<file path="config.mk">
export PLATFORM = sky130hd
export DESIGN_NAME = mbuf_irq_ctrl
export DESIGN_NICKNAME = d
export VERILOG_FILES = /design/src/rtl/mbuf_irq_pkg.sv /design/src/rtl/mbuf_irq_ctl.sv /design/src/rtl/mbuf_irq_dp.sv /design/src/rtl/mbuf_irq_ctrl.sv
export SDC_FILE = /design/constraint.sdc
export NUM_CORES = 1
export LEC_CHECK = 0
export BUFFER_PORTS_ARGS = -buffer_cell sky130_fd_sc_hd__buf_2
export CORE_ASPECT_RATIO = 0.6
export CORE_UTILIZATION = 50
export CTS_BUF_LIST = sky130_fd_sc_hd__clkbuf_4
export CTS_CLUSTER_DIAMETER = 50
export CTS_CLUSTER_SIZE = 28
export DETAILED_ROUTE_END_ITERATION = 8
export HOLD_SLACK_MARGIN = 0.03
export PLACE_DENSITY_LB_ADDON = 0.1
export SYNTH_ARGS = -nofsm -noshare
export SYNTH_HDL_FRONTEND = slang
export SYNTH_HIERARCHICAL = 1
export SYNTH_SLANG_ARGS = --single-unit
</file>
<file path="constraint.sdc">
create_clock -name clk -period 1.65 [get_ports clk]
set_input_delay 0.2475 -clock clk [delete_from_list [all_inputs] [get_ports clk]]
set_output_delay 0.2475 -clock clk [all_outputs]
set_load 0.05 [all_outputs]
</file>
<file path="src/rtl/mbuf_irq_pkg.sv">
package mbuf_irq_pkg;
  timeunit 1ns;
  timeprecision 100ps;

  localparam int BANK_W   = 32;
  localparam int BANK_CNT = 2;
  localparam int ADDR_W   = 4;

  // read selection decoded from the register address
  typedef enum logic [2:0] {
    SEL_MASK_HI,
    SEL_MASK_LO,
    SEL_FLAG_HI,
    SEL_FLAG_LO,
    SEL_NONE
  } regSel_e;

  // strobes from control to datapath
  typedef struct packed {
    logic maskWrHi;
    logic maskWrLo;
    logic flagClrHi;
    logic flagClrLo;
  } ctlStrobe_t;
endpackage

</file>
<file path="src/rtl/mbuf_irq_ctl.sv">
module mbuf_irq_ctl
  import mbuf_irq_pkg::*;
#(
  parameter int BUF_PER_BANK = BANK_W,
  parameter int AW           = ADDR_W
) (
  input  logic                                       clk,
  input  logic                                       rstN,
  input  logic [AW-1:0]                              regAddr,
  input  logic                                       regWrEn,
  input  logic                                       doneValid,
  input  logic [$clog2(BUF_PER_BANK*BANK_CNT)-1:0]   doneIdx,
  output ctlStrobe_t                                 strobe,
  output regSel_e                                    rdSel,
  output logic [BUF_PER_BANK*BANK_CNT-1:0]           setVec
);
  timeunit 1ns;
  timeprecision 100ps;

  localparam int NUM_BUF = BUF_PER_BANK * BANK_CNT;
  localparam int IDX_W   = $clog2(NUM_BUF);

  logic aligned;

  // only word-aligned addresses inside the 16-byte window decode
  assign aligned = (regAddr[1:0] == 2'b00) && ((regAddr >> 4) == '0);

  always_comb begin
    rdSel = SEL_NONE;
    if (aligned) begin
      unique case (regAddr[3:2])
        2'd0: rdSel = SEL_MASK_HI;
        2'd1: rdSel = SEL_MASK_LO;
        2'd2: rdSel = SEL_FLAG_HI;
        default: rdSel = SEL_FLAG_LO;
      endcase
    end
  end

  always_comb begin
    strobe           = '0;
    strobe.maskWrHi  = regWrEn && (rdSel == SEL_MASK_HI);
    strobe.maskWrLo  = regWrEn && (rdSel == SEL_MASK_LO);
    strobe.flagClrHi = regWrEn && (rdSel == SEL_FLAG_HI);
    strobe.flagClrLo = regWrEn && (rdSel == SEL_FLAG_LO);
  end

  // one-hot decode of the completion index
  for (genvar i = 0; i < NUM_BUF; i++) begin : g_setDec
    assign setVec[i] = doneValid && (doneIdx == IDX_W'(i));
  end

  // a completion strobe selects exactly one buffer
  p_one_set_r2: assert property (@(posedge clk) disable iff (!rstN)
    doneValid |-> ($countones(setVec) == 1));

  // no completion strobe, no set
  p_idle_no_set_r2: assert property (@(posedge clk) disable iff (!rstN)
    !doneValid |-> (setVec == '0));

  // at most one register strobe, none for a misaligned address
  p_strobe_excl_r9: assert property (@(posedge clk) disable iff (!rstN)
    $onehot0(strobe));

  p_misalign_quiet_r9: assert property (@(posedge clk) disable iff (!rstN)
    (regAddr[1:0] != 2'b00) |-> (strobe == '0 && rdSel == SEL_NONE));
endmodule

</file>
<file path="src/rtl/mbuf_irq_dp.sv">
module mbuf_irq_dp
  import mbuf_irq_pkg::*;
#(
  parameter int BUF_PER_BANK = BANK_W
) (
  input  logic                                clk,
  input  logic                                rstN,
  input  ctlStrobe_t                          strobe,
  input  regSel_e                             rdSel,
  input  logic [BUF_PER_BANK*BANK_CNT-1:0]    setVec,
  input  logic [BUF_PER_BANK-1:0]             wrData,
  input  logic [BUF_PER_BANK*BANK_CNT-1:0]    bufIsTx,
  input  logic                                abortEn,
  output logic [BUF_PER_BANK-1:0]             rdData,
  output logic                                irqOut,
  output logic [BUF_PER_BANK*BANK_CNT-1:0]    wrBlock
);
  timeunit 1ns;
  timeprecision 100ps;

  localparam int NUM_BUF = BUF_PER_BANK * BANK_CNT;

  logic [NUM_BUF-1:0] maskQ, maskNext;
  logic [NUM_BUF-1:0] flagQ, flagNext;
  logic [NUM_BUF-1:0] clrVec;
  logic [NUM_BUF-1:0] blkQ;
  logic               irqQ;

  // group 0 holds the low buffers, group 1 the high buffers
  for (genvar b = 0; b < BANK_CNT; b++) begin : g_bank
    logic maskWr;
    logic flagClr;
    if (b == 0) begin : g_lo
      assign maskWr  = strobe.maskWrLo;
      assign flagClr = strobe.flagClrLo;
    end else begin : g_hi
      assign maskWr  = strobe.maskWrHi;
      assign flagClr = strobe.flagClrHi;
    end
    assign maskNext[b*BUF_PER_BANK +: BUF_PER_BANK] =
      maskWr ? wrData : maskQ[b*BUF_PER_BANK +: BUF_PER_BANK];
    assign clrVec[b*BUF_PER_BANK +: BUF_PER_BANK] =
      flagClr ? wrData : '0;
  end

  // a set on the same edge as a clear wins
  assign flagNext = (flagQ & ~clrVec) | setVec;

  always_ff @(posedge clk or negedge rstN) begin
    if (!rstN) begin
      maskQ <= '0;
      flagQ <= '0;
      irqQ  <= 1'b0;
      blkQ  <= '0;
    end else begin
      maskQ <= maskNext;
      flagQ <= flagNext;
      irqQ  <= |(maskNext & flagNext);
      blkQ  <= {NUM_BUF{abortEn}} & bufIsTx & flagQ;
    end
  end

  always_comb begin
    unique case (rdSel)
      SEL_MASK_HI: rdData = maskQ[NUM_BUF-1 -: BUF_PER_BANK];
      SEL_MASK_LO: rdData = maskQ[BUF_PER_BANK-1:0];
      SEL_FLAG_HI: rdData = flagQ[NUM_BUF-1 -: BUF_PER_BANK];
      SEL_FLAG_LO: rdData = flagQ[BUF_PER_BANK-1:0];
      default:     rdData = '0;
    endcase
  end

  assign irqOut  = irqQ;
  assign wrBlock = blkQ;

  // the request tracks the masked flags on every cycle
  p_irq_match_r5: assert property (@(posedge clk) disable iff (!rstN)
    irqOut == |(maskQ & flagQ));

  // a strobed completion is never lost, even against a clear
  p_set_sticks_r6: assert property (@(posedge clk) disable iff (!rstN)
    (setVec != '0) |=> ((flagQ & $past(setVec)) == $past(setVec)));

  // a flag only falls where a one was written to clear it
  p_clear_only_r3: assert property (@(posedge clk) disable iff (!rstN)
    1'b1 |=> (($past(flagQ) & ~flagQ & ~$past(clrVec)) == '0));

  // no refusal while abort mode was off
  p_abort_off_r7: assert property (@(posedge clk) disable iff (!rstN)
    !abortEn |=> (wrBlock == '0));

  // refusal only for buffers flagged one cycle earlier
  p_blk_lag_r8: assert property (@(posedge clk) disable iff (!rstN)
    1'b1 |=> ((wrBlock & ~$past(flagQ)) == '0));
endmodule

</file>
<file path="src/rtl/mbuf_irq_ctrl.sv">
module mbuf_irq_ctrl
  import mbuf_irq_pkg::*;
(
  input  logic          clk,
  input  logic          rstN,
  input  logic [3:0]    regAddr,
  input  logic          regWrEn,
  input  logic [31:0]   regWrData,
  output logic [31:0]   regRdData,
  input  logic          doneValid,
  input  logic [5:0]    doneIdx,
  input  logic [63:0]   bufIsTx,
  input  logic          abortEn,
  output logic          irqOut,
  output logic [63:0]   wrBlock
);
  timeunit 1ns;
  timeprecision 100ps;

  ctlStrobe_t  strobe;
  regSel_e     rdSel;
  logic [63:0] setVec;

  mbuf_irq_ctl #(
    .BUF_PER_BANK (BANK_W),
    .AW           (ADDR_W)
  ) u_ctl (
    .clk       (clk),
    .rstN      (rstN),
    .regAddr   (regAddr),
    .regWrEn   (regWrEn),
    .doneValid (doneValid),
    .doneIdx   (doneIdx),
    .strobe    (strobe),
    .rdSel     (rdSel),
    .setVec    (setVec)
  );

  mbuf_irq_dp #(
    .BUF_PER_BANK (BANK_W)
  ) u_dp (
    .clk     (clk),
    .rstN    (rstN),
    .strobe  (strobe),
    .rdSel   (rdSel),
    .setVec  (setVec),
    .wrData  (regWrData),
    .bufIsTx (bufIsTx),
    .abortEn (abortEn),
    .rdData  (regRdData),
    .irqOut  (irqOut),
    .wrBlock (wrBlock)
  );
endmodule

</file>
==> qor.yml <==
slew_headroom_pct: 30.5
dieArea_um2: 18300
clk_latency_ns: 0.58
swShare_pct: 35.8
synth_xor_area_share_pct: 0
grt_max_degree: 65
final_cells: 1385
grt_busiest_layer: "met2"
synth_seq_area_share_pct: 54.5
rows: 37
min_period_over_period_pct: 116
worst-r2r-setup-slack_ns: -0.03
drive_gt1_share_pct: 42.8
fmax_mhz: 524
drc: 0
worst_slew_pin_slew_ns: 1.04
cp_slowest_cell: "nor3b_4"
synth.distinct_cells: 37
finalSetupViolations: 33
grt_setup_unrepaired: "true"
core_area_um2: 17200
slew_violations: 0
setup_ws_ns: -0.258
cp_slowest_stage_delay_ns: 0.26
gp_congestion: 0.918
wirelength_um: 31000
detail-route-antenna-nets: 0
p_comb_share_pct: 29.2
synthCells: 769
cp_num_buf_inv: 4
cp.arrival_ns: 1.66
yosys.area_share.simple_pct: 17.7
critPathKind: "in2out"
crit_top_cell: "buf_6"
dr.pass1.iters: 7
io_buffers: 207
synth_edf_count: 0
routed_via_density: 5.83
syn_nets: 880
period_minus_slack_ns: 1.91
synth_mux_area_share_pct: 10.0
cts_max_path_buffers: 2
clkPwrFrac_pct: 20.9
cts_tree: "built"
hold_class: "in2async"
p_leak_nw: 6.40
p_sw_mw: 4.36
end_kind: "output port"
vias: 8069
async_flop_share_pct: 100
gr-usage-met3_pct: 8.30
root_buffer: "clkbuf_4"
wl_per_cell_um: 22.4
synthAdderAreaFrac_pct: 0
grt_pass1_vias: 8172
path_clk_slew_ns: 0.19
syn_avg_cell_area_um2: 11.5
hold_viol: 0
timing.rr.start: "u_dp/flagQ[30]"
crit_start: "regAddr[1]"
io_pins: 208
synthesis.area_um2: 8850
cp_cell_sequence: "buf_6 > nor2_4 > and2_4 > nor3b_4 > buf_6 > buf_12 > a22oi_2 > nand2_2 > buf_8"
cp_top_family: "simple AND/OR/NAND/NOR gates"
skew_ns: 0.0363
grt_overflow_total: 0
die_x_um: 174
status: "complete, but fails checks"
place_hpwl_um: 19400
synth_top_flop_cell: "dfrtp_1"
critical_path.startpoint_type: "input pin"
peakVddDrop_mv: 0.473
yosysWarnings: 6
htree_levels: 4
cts_made_buffers: 17
drt-initial-drc-count: 612
required_ns: 1.40
synth_top_family_by_area: "simple AND/OR/NAND/NOR gates"
worstPathMaxFanout: 6
drv_cap: 0
area_delta_synth_final_pct: 48.5
die_h_um: 105
placedCellCount: 1240
violations: "setup timing"
synth_compound_area_share_pct: 14.9
grt_pass1_wl_um: 47800
grtUsageTotal_pct: 34.8
met1_usage_pct: 49.5
p_per_area_nw_per_um2: 925
layout.nets: 1249
antenna_cells: 0
start_util_pct: 51.4
antenna_found_initial: 1
seqPwrFrac_pct: 49.8
whs_ns: 0.113
intPower_mw: 7.81
grt_util_met2_pct: 52.6
ys_ff_latch: 193
cts.sinks: 193
final cells by class:
class                   instances  area (µm²)
multi-input cells             532        4210
clock buffers                  18         135
clock inverters                14         143
well taps                     234         293
fillers                      1124        4070
repair buffers                393        3540
inverters                       1        3.75
flip-flops and latches        193        4830
cells by family (layout without fill, tap and decap cells):
logic type / after synthesis / in the layout
AO/OA/AOI/OAI: 192 / 192
buffers and inverters: 44 / 426
flip-flops: 193 / 193
multiplexers: 64 / 64
AND/OR/NAND/NOR: 276 / 276
worst paths after layout:
| path | end | depth (start not counted) |
|---|---|---|
| setup / recovery | regRdData[28] | 9 |
| hold / removal | u_dp/wrBlock[34] | 2 |
| setup reg to reg | u_dp/irqOut | 5 |
| hold reg to reg | u_dp/maskQ[14] | 1 |
| max in group asynchronous | u_dp/maskQ[9] | 3 |
| min in group clk | u_dp/maskQ[55] | 5 |
synth_stat cells, types with 5 or more instances:
| library cell | count | area [µm²] |
|---|---|---|
| clkbuf_1 | 34 | 128 |
| o21ai_0 | 10 | 50.1 |
| mux2_4 | 44 | 661 |
| o21ai_1 | 43 | 215 |
| and3_1 | 64 | 400 |
| nand4bb_1 | 6 | 67.6 |
| or2_1 | 64 | 400 |
| nor2_1 | 65 | 244 |
| o21ai_2 | 11 | 96.3 |
| dfrtp_1 | 193 | 4830 |
| a21boi_0 | 63 | 473 |
| mux2_1 | 11 | 124 |
| nand2_1 | 32 | 120 |
| buf_6 | 5 | 56.3 |
| mux2_2 | 9 | 101 |
| nand4_1 | 18 | 113 |
| a22oi_1 | 64 | 480 |
power groups by stage:
stage	Combinational (mW)	Clock, mW	Sequential (mW)
after floorplan	1.67	0	6.18
after global placement	2.98	0	6.02
after detailed placement	3.01	0	6.02
after CTS	3.42	2.56	6.01
after global routing	3.75	2.78	6.13
final	3.55	2.55	6.06
placed cells by master (no fill, tap or decap), types with 3 or more instances in the layout:
cell type	instances
dfrtp_1	193
buf_2	170
dlygate4sd3_1	97
nor2_1	64
or2_1	64
and3_1	64
a21boi_0	63
mux2_4	47
buf_4	45
a22oi_2	44
o21ai_1	37
buf_12	32
nand2_2	31
buf_6	21
buf_8	20
a22oi_1	20
o21ai_2	20
clkbuf_4	18
nand4_1	18
mux2_1	9
mux2_2	8
o21ai_0	7
inv_6	6
buf_16	6
nand4bb_1	6
nand4b_1	4
nor4_2	4
clkinv_8	3
or4b_1	3
state kept, by name, indices dropped and copies added (netlist names):
register	count
u_dp/flagQ	64
u_dp/wrBlock	64
u_dp/maskQ	64
u_dp/irqOut	1
what timing repair did:
| action | CTS | global route |
|---|---|---|
| hold endpoints to repair | 321 | 0 |
| cloned | 8 | 1 |
| endpoints found under the setup margin | 33 | 33 |
| buffers inserted | 9 | 0 |
| resized for setup | 149 | 17 |
| hold buffers | 97 | 0 |
| pin swaps | 33 | 22 |
per-layer routing:
metal	wire (µm)	vias up
met1	13600	4053
met4	756	0
met3	2810	62
met5	0	-
li1	-	3547
met2	13800	407
through the flow:
stage / util [%] / power [mW] / worst slack (ns) / setup TNS [ns] / cell area, µm²
6_report: 76.4 / 12.2 / -0.258 / -7.06 / 13200
3_3_place_gp: 64.0 / 8.99 / -0.758 / -10.15 / 11000
3_5_place_dp: 64.0 / 9.03 / -0.768 / -9.86 / 11000
5_1_grt: 76.4 / 12.7 / -0.304 / -9.03 / 13200
4_1_cts: 76.0 / 12.0 / -0.186 / -4.93 / 13100
2_1_floorplan: - / 7.85 / -0.256 / -0.412 / 8990
No activity file was read; power rests on OpenSTA's default activity.
